--- config.mk ---
export PLATFORM = sky130hd
export DESIGN_NAME = ctx_fuse_timer
export DESIGN_NICKNAME = d
export VERILOG_FILES = /design/src/rtl/ctx_fuse_pkg.sv /design/src/rtl/ctx_fuse_counter.sv /design/src/rtl/ctx_mode_ctrl.sv /design/src/rtl/ctx_fuse_timer.sv
export SDC_FILE = /design/constraint.sdc
export NUM_CORES = 1
export LEC_CHECK = 0
export BUFFER_PORTS_ARGS = -buffer_cell sky130_fd_sc_hd__buf_4
export CAP_MARGIN = 20
export CELL_PAD_IN_SITES_DETAIL_PLACEMENT = 1
export CELL_PAD_IN_SITES_GLOBAL_PLACEMENT = 2
export CORE_MARGIN = 10
export CORE_UTILIZATION = 29
export CTS_BUF_LIST = sky130_fd_sc_hd__clkbuf_16
export DETAILED_ROUTE_END_ITERATION = 6
export PLACE_DENSITY = 0.79
export SETUP_SLACK_MARGIN = 0.4
export SYNTH_ARGS = -nofsm -noshare
export SYNTH_HDL_FRONTEND = slang
export SYNTH_SLANG_ARGS = --single-unit
--- constraint.sdc ---
create_clock -name clk -period 3.9 [get_ports clk]
set_input_delay 0.78 -clock clk [delete_from_list [all_inputs] [get_ports clk]]
set_output_delay 0.78 -clock clk [all_outputs]
set_load 0.005 [all_outputs]
--- src/rtl/ctx_fuse_pkg.sv ---
package ctx_fuse_pkg;
    typedef enum logic {
        CTX_SUPER = 1'b0,
        CTX_USER  = 1'b1
    } ctx_mode_e;
endpackage

--- src/rtl/ctx_fuse_counter.sv ---
module ctx_fuse_counter #(
    parameter int CNT_W = 8
) (
    input  logic             clk,
    input  logic             rst_n,
    input  logic             tick,
    input  logic             cancel,
    input  logic             load,
    input  logic [CNT_W-1:0] load_val,
    output logic             busy,
    output logic             expire
);
    localparam logic [CNT_W-1:0] ONE = CNT_W'(1);

    typedef struct packed {
        logic [CNT_W-1:0] cnt;
    } cnt_state_t;

    cnt_state_t st_d, st_q;
    logic       expire_d;

    always_comb begin
        st_d     = st_q;
        expire_d = 1'b0;
        if (tick) begin
            if (cancel) begin
                st_d.cnt = '0;
            end else if (load) begin
                st_d.cnt = load_val;
            end else if (st_q.cnt != '0) begin
                st_d.cnt = st_q.cnt - ONE;
                expire_d = (st_q.cnt == ONE);
            end
        end
    end

    always_ff @(posedge clk) begin
        if (!rst_n) st_q <= '0;
        else        st_q <= st_d;
    end

    assign busy   = (st_q.cnt != '0);
    assign expire = expire_d;

    // A running count with no other event steps down by exactly one
    assert_step_R4: assert property (@(posedge clk) disable iff (!rst_n)
        (tick && !cancel && !load && busy) |=> (st_q.cnt == $past(st_q.cnt) - ONE));

    // Without a tick the count holds
    assert_hold_R9: assert property (@(posedge clk) disable iff (!rst_n)
        !tick |=> $stable(st_q.cnt));
endmodule

--- src/rtl/ctx_mode_ctrl.sv ---
module ctx_mode_ctrl
    import ctx_fuse_pkg::*;
(
    input  logic clk,
    input  logic rst_n,
    input  logic tick,
    input  logic vec,
    input  logic expire,
    output logic user
);
    typedef struct packed {
        ctx_mode_e mode;
    } mode_state_t;

    mode_state_t st_d, st_q;

    always_comb begin
        st_d = st_q;
        if (tick) begin
            if (vec)         st_d.mode = CTX_SUPER;
            else if (expire) st_d.mode = CTX_USER;
        end
    end

    always_ff @(posedge clk) begin
        if (!rst_n) st_q <= '{mode: CTX_SUPER};
        else        st_q <= st_d;
    end

    assign user = (st_q.mode == CTX_USER);

    // Entering user mode needs an expiry on a qualified cycle
    assert_enter_user_R4: assert property (@(posedge clk) disable iff (!rst_n)
        $rose(user) |-> ($past(expire) && $past(tick)));
endmodule

--- src/rtl/ctx_fuse_timer.sv ---
module ctx_fuse_timer #(
    parameter int CNT_W = 8
) (
    input  logic             clk,
    input  logic             rst_n,
    input  logic             clk_en,
    input  logic             vec_fetch,
    input  logic             wr_en,
    input  logic [CNT_W-1:0] wr_data,
    output logic             ctx_user,
    output logic             fuse_busy
);
    logic load_ok;
    logic expire;
    logic user_q;
    logic busy_q;

    assign load_ok = wr_en && !user_q && (wr_data != '0);

    ctx_fuse_counter #(.CNT_W(CNT_W)) u_counter (
        .clk      (clk),
        .rst_n    (rst_n),
        .tick     (clk_en),
        .cancel   (vec_fetch),
        .load     (load_ok),
        .load_val (wr_data),
        .busy     (busy_q),
        .expire   (expire)
    );

    ctx_mode_ctrl u_mode (
        .clk    (clk),
        .rst_n  (rst_n),
        .tick   (clk_en),
        .vec    (vec_fetch),
        .expire (expire),
        .user   (user_q)
    );

    assign ctx_user  = user_q;
    assign fuse_busy = busy_q;

    assert_vec_super_R2: assert property (@(posedge clk) disable iff (!rst_n)
        (clk_en && vec_fetch) |=> !ctx_user);

    assert_vec_cancel_R8: assert property (@(posedge clk) disable iff (!rst_n)
        (clk_en && vec_fetch) |=> !fuse_busy);

    assert_zero_write_R6: assert property (@(posedge clk) disable iff (!rst_n)
        (clk_en && !fuse_busy && wr_en && wr_data == '0) |=> !fuse_busy);

    assert_user_sticky_R7: assert property (@(posedge clk) disable iff (!rst_n)
        (ctx_user && !(clk_en && vec_fetch)) |=> (ctx_user && !fuse_busy));

    assert_stall_R9: assert property (@(posedge clk) disable iff (!rst_n)
        !clk_en |=> ($stable(ctx_user) && $stable(fuse_busy)));

    assert_load_R3: assert property (@(posedge clk) disable iff (!rst_n)
        (clk_en && !vec_fetch && !ctx_user && wr_en && wr_data != '0) |=> fuse_busy);
endmodule

==> reports/qor.yml, run 1 <==
setup_tns_ns: 0
rsz0062_at_grt: "no"
fmax_ghz: 0.3782
clock_insertion_delay_worst_skew_ns: 0.24
num_antenna_cells: 0
yosysWarnings: 0
fin_crit_sh_pct: 67.80
grt_pass1_vias: 710
synth_cells: 89
crit_path_class: "in -> reg"
synth.cell_area_um2: 629.4
clockBufferDepth: 2
ir_worst_vdd_uv: 375.2
total_leakage_power_uw: 0.0003681
area_growth_pct: 33.40
final_design_area_no_fill_um2: 839.6
fp.dieH_um: 66.59
postCtsResizedCells: 0
grt_max_degree: 13
holdCritPathClass: "reg -> reg"
critical_path_source_type: "primary input"
crit_fanout: 12
vias_per_cell: 5.348
cts_inserted_buffers: 3
postSynthRegisterBits: 9
ctsHtreeMaxLevel: 1
place_inst: 128
place_hpwl_um: 1591
io_pins: 15
power-per-cell-area_nw_per_um2: 450.4
port_buffers: 14
max_slew_margin_pct: 46.04
globalplace.congestion: 0.8210
wl_per_cell_um: 15.43
critical_path_arrival_ns: 2.80
gr-total-overflow: 0
final_period_minus_worst_setup_slack_ns: 2.644
cts.reportedPaths.clkPinSlew_ns: 0.04
drt_iter0_drc: 13
setup.worst_path.end_class: "flip-flop"
post_synth_num_cell_types: 23
final_layout_size_suffix_gt1_share_pct: 19.05
synth_area_per_cell_um2: 7.071
wire_length_of_the_first_global_routing_pass_um: 3346
hold_viol_final: 0
outcome: "complete, no violations"
detail_route.wirelength_um: 2037
drc: 0
die-area_um2: 4434
yosysSeqAreaShare_pct: 28.63
total_power_uw: 378.1
cts-hold-fix-buffers: 0
final_max_slew_viol_count: 0
dr.pass1.iters: 4
skew_ns: 0.002454
cts_sink_count: 9
cp_data_required_time_ns: 4.06
synth.net_count: 105
die-width_um: 66.59
max_cap_violations: 0
instances_no_fill: 132
place_area_um2: 760.7
num_vias: 706
tightestPinTransition_ns: 0.8094
core_area_um2: 2022
antenna_left: 0
grt_antenna_before_repair: 0
row_count: 16
timing.final.setup_violations: 0
initial_utilization_pct: 31.13
clockRootBuffer: "sky130_fd_sc_hd__clkbuf_16"
cts_tree: "built"
final_net_count: 122
post_cts_buffers: 0
groute.usage.overall_pct: 9.690
[layout make-up]
class,instances,area [µm²]
multi-input cells,66,392.9
flip-flops and latches,9,180.2
clock buffers,3,75.07
clock inverters,1,3.754
inverters,11,41.29
fillers,265,1182
repair buffers,15,112.6
well taps,27,33.78
[synthesized netlist by cell type]
cell type | count | share of area [%]
sky130_fd_sc_hd__buf_2 | 3 | 2.4
sky130_fd_sc_hd__nor2b_1 | 1 | 0.99
sky130_fd_sc_hd__nand2b_1 | 2 | 2.0
sky130_fd_sc_hd__nand3_1 | 2 | 1.6
sky130_fd_sc_hd__ha_1 | 3 | 6.0
sky130_fd_sc_hd__o22ai_1 | 6 | 6.0
sky130_fd_sc_hd__nor2_1 | 6 | 3.6
sky130_fd_sc_hd__nand2_1 | 8 | 4.8
sky130_fd_sc_hd__a21oi_1 | 15 | 12
sky130_fd_sc_hd__o21ai_1 | 1 | 0.79
sky130_fd_sc_hd__dfxtp_1 | 9 | 29
sky130_fd_sc_hd__a2111oi_2 | 1 | 2.4
sky130_fd_sc_hd__inv_1 | 11 | 6.6
sky130_fd_sc_hd__a211o_1 | 1 | 1.4
sky130_fd_sc_hd__and3b_1 | 1 | 1.4
sky130_fd_sc_hd__a22oi_1 | 1 | 1.2
sky130_fd_sc_hd__nand4_1 | 2 | 2.0
sky130_fd_sc_hd__or4_1 | 1 | 1.2
sky130_fd_sc_hd__nor3_1 | 6 | 4.8
sky130_fd_sc_hd__nor4_1 | 5 | 5.0
sky130_fd_sc_hd__o32ai_2 | 1 | 2.6
sky130_fd_sc_hd__or3b_1 | 1 | 1.4
sky130_fd_sc_hd__o21ai_0 | 2 | 1.6
[power by group]
group          internal, µW  switching, µW  leakage [µW]  total, µW
Clock                   134           46.3     0.0000423        180
Sequential             97.9           6.02     0.0000732        104
Combinational          40.2           53.7      0.000253       93.9
Total                   272            106      0.000368        378
[registers in the layout, summed over array words and instances, names as in the netlist]
register / cells
u_counter.st_q: 8
u_mode.user: 1
[cell usage in the layout, fill, tap and decap left out, drive strengths merged, types with 2 or more instances in the layout]
cell,netlist,routed
nand2b,2,2
inv,11,12
nor2,6,6
nand2,8,8
nand3,2,2
buf,3,15
clkbuf,0,3
dfxtp,9,9
o22ai,6,6
nor4,5,5
nor3,6,6
a21oi,15,15
ha,3,3
o21ai,3,3
nand4,2,2
[per-layer routing]
metal | global-route usage (%) | vias to the layer above | wire (µm)
met5 | 0 | - | 0
met3 | 3.846 | 5 | 117
li1 | - | 354 | -
met1 | 11.80 | 330 | 984
met2 | 15.05 | 17 | 917
met4 | 3.141 | 0 | 17
[path summary, 6_finish.rpt]
| kind | from | slack [ns] | cells after the start | end |
|---|---|---|---|---|
| worst max register to register | u_mode.user | 1.90 | 6 | u_counter.st_q[5] |
| worst max-delay path | wr_data[0] | 1.26 | 7 | u_counter.st_q[5] |
| worst min-delay path | u_counter.st_q[3] | 0.51 | 2 | u_counter.st_q[3] |
| worst min register to register | u_counter.st_q[3] | 0.51 | 2 | u_counter.st_q[3] |
[worst max-delay path: stages]
cell and delay (ns):
sky130_fd_sc_hd__buf_4 0.11, sky130_fd_sc_hd__nor4_1 0.47, sky130_fd_sc_hd__a21oi_1 0.37, sky130_fd_sc_hd__buf_4 0.28, sky130_fd_sc_hd__o32ai_2 0.51, sky130_fd_sc_hd__a21oi_1 0.11
sky130_fd_sc_hd__o22ai_1 0.17
[kinds of logic after synthesis]
family,synth area share [%]
simple gates,28.63
buf+inv,8.946
flops,28.63
compound gates,27.83
fa+ha+maj,5.965
[per-stage QoR]
stage               hold WS (ns)  setup WS [ns]  utilization (%)
global placement          0.4932          1.163            37.62
detailed placement        0.4999          1.093            37.62
finish                    0.5064          1.256            41.52
floorplan                 0.4654          1.945                -
global route              0.5419          1.126            41.52
CTS                       0.5070          1.289            41.52
Power figures use the tool's default switching activity.
==> run 2: changes to the inputs <==
- CORE_UTILIZATION: 29 -> 25
- PLACE_DENSITY: 0.79 -> 0.72
- clock period: 3.9 -> 2.2 ns (I/O delays scaled with it)
==> reports/qor.yml, run 2 (synthesis results as in run 1) <==
gr-total-overflow: 0
ir_worst_vdd_uv: 274.2
max_cap_violations: 0
total_leakage_power_uw: 0.0003988
cp_data_required_time_ns: 2.37
rr_endpoint: "u_counter.st_q[0]"
io_pins: 15
power-per-cell-area_nw_per_um2: 754.9
final_net_count: 127
detail_route.wirelength_um: 2214
dr.pass1.iters: 5
regArea_um2: 185.2
p_clk_share_pct: 47.2
cts.reportedPaths.clkPinSlew_ns: 0.04
cts-hold-fix-buffers: 0
largest_register_ffs: 8
switching_power_uw: 198.1
grt_max_degree: 16
initial_utilization_pct: 25.87
outcome: "complete, no violations"
critical_path_arrival_ns: 1.83
crit_end: "u_counter.st_q[0]"
fin_crit_sh_pct: 75.77
final_period_minus_worst_setup_slack_ns: 1.667
hold_viol_final: 0
grt_antenna_before_repair: 0
r2r_start: "u_counter.st_q[0]"
post_cts_buffers: 0
wl_per_cell_um: 15.81
wire_length_of_the_first_global_routing_pass_um: 3663
timing.final.setup_violations: 0
cts_tree: "built"
core_area_um2: 2432
die-width_um: 70.18
row_count: 18
place_hpwl_um: 1694
worst_hold_slack_ns: 0.4160
critical_path_source_type: "primary input"
final_layout_size_suffix_gt1_share_pct: 28.18
final_max_slew_viol_count: 0
vias_per_cell: 5.164
clockRootBuffer: "sky130_fd_sc_hd__clkbuf_16"
setup.worst_path.end_class: "flip-flop"
clock_insertion_delay_worst_skew_ns: 0.24
die-area_um2: 4925
place_inst: 136
drt_iter0_drc: 12
max_slew_margin_pct: 68.76
layout_common_cells: "sky130_fd_sc_hd__buf_4, sky130_fd_sc_hd__a21oi_1, sky130_fd_sc_hd__inv_1, sky130_fd_sc_hd__nand2_1, sky130_fd_sc_hd__dfxtp_1"
skew_ns: 0.002020
globalplace.congestion: 0.7641
num_antenna_cells: 0
r2r.worst_path.cells: 6
share_comb_of_total_power_pct: 26.0
internal_power_uw: 493.4
regMostFlops: "u_counter.st_q"
groute.usage.overall_pct: 9.223
p_sw_share_pct: 28.64
pwr-share-seq_pct: 26.7
layout.cells.most_common: "sky130_fd_sc_hd__buf_4"
drc: 0
clockBufferDepth: 2
crit_fanout: 6
instances_no_fill: 140
timing.reg2reg.setup_slack_ns: 0.55
area_growth_pct: 45.53
antenna_left: 0
fp.dieH_um: 70.18
tightestPinTransition_ns: 0.4651
crit_path_start: "wr_data[0]"
fill_cells: 316
ctsHtreeMaxLevel: 1
cts_inserted_buffers: 3
cts_sink_count: 9
setup_tns_ns: 0
crit_path_class: "in -> reg"
num_vias: 723
rsz0062_at_grt: "no"
multi_input_area_um2: 422.9
fmax_ghz: 0.5999
port_buffers: 14
holdCritPathClass: "in -> reg"
grt_pass1_vias: 798
-- run 2: metrics by stage --
step	setup slack [ns]	utilization [%]	cell area, µm²	total power (µW)
after detailed placement	0.1138	32.97	802.0	360.0
final	0.5332	37.65	915.9	691.4
after CTS	0.4613	36.68	892.1	701.6
after global routing	0.4124	37.65	915.9	734.8
after floorplan	0.5848	-	629.4	289.5
after global placement	0.2017	32.97	802.0	359.7
-- run 2: area by class of cell --
class	instances	area share [%]
clock buffer	3	8.197
clock inverter	1	0.4098
inverter	11	4.508
multi-input combinational	66	46.17
sequential	9	20.22
tap	30	4.098
timing repair buffer	20	16.39
-- run 2: how the worst min path moves through the flow --
stage | from | end | slack, ns | depth (start not counted)
floorplan | u_counter.st_q[1] | u_counter.st_q[1] | 0.47 | 2
global placement | u_counter.st_q[1] | u_counter.st_q[1] | 0.48 | 2
detailed placement | u_counter.st_q[1] | u_counter.st_q[1] | 0.51 | 2
CTS | vec_fetch | u_mode.user | 0.41 | 2
global route | vec_fetch | u_mode.user | 0.43 | 2
finish | vec_fetch | u_mode.user | 0.42 | 2
-- run 2: what timing repair did --
item,CTS,global route
pin swaps,0,1
resized for setup,2,6
endpoints found under the setup margin,1,2
-- run 2: power groups by stage --
stage	clock network, µW	registers [µW]	logic [µW]
after floorplan	0	184	106
after global placement	0	187	173
after detailed placement	0	187	173
after CTS	339	184	178
after global routing	347	186	202
final	327	185	180
-- run 2: metal layers --
layer	track usage [%]	vias to the layer above	wire, µm
li1	-	364	-
met3	3.390	8	87
met1	10.27	337	1026
met4	5.263	0	63
met2	14.70	14	1037
met5	0	-	0
-- run 2: critical path, stage by stage --
cell and delay, ns:
sky130_fd_sc_hd__buf_4 0.12, sky130_fd_sc_hd__nor4_4 0.33, sky130_fd_sc_hd__a21oi_2 0.16, sky130_fd_sc_hd__or3b_1 0.38, sky130_fd_sc_hd__a211o_1 0.30, sky130_fd_sc_hd__a21oi_1 0.11
==> run 3: changes to the inputs <==
- clock period: 2.2 -> 1.5 ns (I/O delays scaled with it)
==> reports/qor.yml, run 3 (synthesis results as in run 1) <==
final_period_minus_worst_setup_slack_ns: 1.559
multi_input_area_um2: 541.8
clockBufferDepth: 2
worst-path-stages: 5
row_count: 18
grt_antenna_before_repair: 0
wire_length_of_the_first_global_routing_pass_um: 4188
cts-hold-fix-buffers: 0
crit_path_class: "reg -> reg"
max_slew_margin_pct: 71.03
hold_viol_final: 0
layout_common_cells: "sky130_fd_sc_hd__buf_4, sky130_fd_sc_hd__a21oi_1, sky130_fd_sc_hd__inv_1, sky130_fd_sc_hd__dfxtp_2, sky130_fd_sc_hd__nand2_1"
min_delay_worst_endpoint: "u_mode.user"
final_net_count: 147
place_area_um2: 987.2
core_area_um2: 2432
p_sw_share_pct: 30.52
drt_iter0_drc: 32
skew_ns: 0.003207
num_vias: 811
finish.utilization_pct: 50.62
initial_utilization_pct: 25.87
worst_hold_slack_ns: 0.2752
fp.dieH_um: 70.18
switching_power_uw: 364.0
fill_cells: 293
final_design_area_no_fill_um2: 1231
violated_checks: "negative setup slack"
gr-total-overflow: 0
fin_crit_sh_pct: 103.9
cts.reportedPaths.clkPinSlew_ns: 0.04
regArea_um2: 193.9
io_pins: 15
die-area_um2: 4925
grt_max_degree: 15
p_clk_share_pct: 40.5
port_buffers: 14
share_comb_of_total_power_pct: 36.4
area_growth_pct: 95.63
dp_worst_setup_slack_ns: -0.1866
grt_pass1_vias: 859
timing.final.setup_violations: 5
dr.pass1.iters: 4
post-route-worst-setup-slack_ns: -0.05885
groute.usage.overall_pct: 10.31
max_cap_violations: 0
final_layout_size_suffix_gt1_share_pct: 56.15
outcome: "finished with violations"
fmax_ghz: 0.6415
r2r.worst_path.cells: 5
pwr-share-seq_pct: 23.1
antenna_left: 0
layout.cells.most_common: "sky130_fd_sc_hd__buf_4"
cp_data_required_time_ns: 1.66
crit_family: "simple AND/OR/NAND/NOR gates"
worstPathBufferInverterCount: 0
critical_path_arrival_ns: 1.72
clockRootBuffer: "sky130_fd_sc_hd__clkbuf_16"
globalplace.congestion: 0.7631
tightestPinTransition_ns: 0.4312
timing.reg2reg.setup_slack_ns: -0.06
ctsHtreeMaxLevel: 1
holdCritPathClass: "in -> reg"
total_power_uw: 1192
cp_slowest_stage_delay_ns: 0.58
cts_inserted_buffers: 3
rr_endpoint: "u_counter.st_q[7]"
total_leakage_power_uw: 0.0005413
setup.worst_path.end_class: "flip-flop"
place_hpwl_um: 1928
vias_per_cell: 5.069
rsz0062_at_grt: "yes"
cts_sink_count: 9
regMostFlops: "u_counter.st_q"
crit_fanout: 4
cts_tree: "built"
power-per-cell-area_nw_per_um2: 968.5
final_max_slew_viol_count: 0
hold_start: "vec_fetch"
drc: 0
r2r_start: "u_counter.st_q[2]"
largest_register_ffs: 8
ir_worst_vdd_uv: 513.0
cp_cell_instances: "or4_4, nor3_4, nor2b_1, a22oi_1, o22ai_1"
die-width_um: 70.18
internal_power_uw: 828.4
master_of_the_slowest_instance_on_the_critical_path: "sky130_fd_sc_hd__or4_4"
critical_path_source_type: "flip-flop"
num_antenna_cells: 0
clock_insertion_delay_worst_skew_ns: 0.24
wl_per_cell_um: 16.96
detail_route.wirelength_um: 2714
whs_path_depth: 2
## run 3: layer usage
layer / part of all wire, % / wire length (µm) / up-vias / global-route usage, %
li1: - / - / 408 / -
met1: 45 / 1224 / 388 / 12.03
met2: 51 / 1389 / 11 / 17.42
met3: 2.6 / 70 / 4 / 2.684
met4: 1.1 / 30 / 0 / 3.947
met5: 0 / 0 / - / 0
## run 3: metrics by stage
step / setup TNS, ns / std cells
after floorplan: 0 / 89
after global placement: -0.7373 / 147
after detailed placement: -0.8935 / 147
after CTS: -0.07028 / 155
after global routing: -0.8514 / 160
final: -0.1559 / 160
## run 3: repair_timing
item	in CTS	in global routing
buffers inserted	4	5
pin swaps	4	4
gates resized for setup	13	17
endpoints found under the setup margin	11	10
## run 3: power by group through the flow
stage                     clock network, µW  logic, µW  registers, µW
after CTS                               498        390            272
after detailed placement                  0        341            274
after global routing                    517        473            277
after floorplan                           0        195            275
final                                   483        434            275
after global placement                    0        335            273
## run 3: worst register-to-register path, cell delays in order, from the launching register on
cell and delay (ns):
sky130_fd_sc_hd__dfxtp_2 0.35, sky130_fd_sc_hd__or4_4 0.59, sky130_fd_sc_hd__nor3_4 0.18, sky130_fd_sc_hd__nor2b_1 0.15
sky130_fd_sc_hd__a22oi_1 0.07, sky130_fd_sc_hd__o22ai_1 0.14
## run 3: layout make-up
type / count / share of cell area (%)
multi-input cells: 66 / 44.00
repair buffers: 40 / 27.24
flip-flops and latches: 9 / 15.75
clock buffers: 3 / 6.098
inverters: 11 / 3.557
well taps: 30 / 3.049
clock inverters: 1 / 0.3049
## run 3: worst max-delay path by stage
stage	from	endpoint	slack (ns)
floorplan	wr_data[6]	u_counter.st_q[0]	0.04
detailed placement	wr_data[0]	u_counter.st_q[0]	-0.19
finish	u_counter.st_q[2]	u_counter.st_q[7]	-0.06
global placement	wr_data[0]	u_counter.st_q[0]	-0.18
CTS	u_counter.st_q[5]	u_counter.st_q[7]	-0.02
global route	u_counter.st_q[5]	u_counter.st_q[4]	-0.13
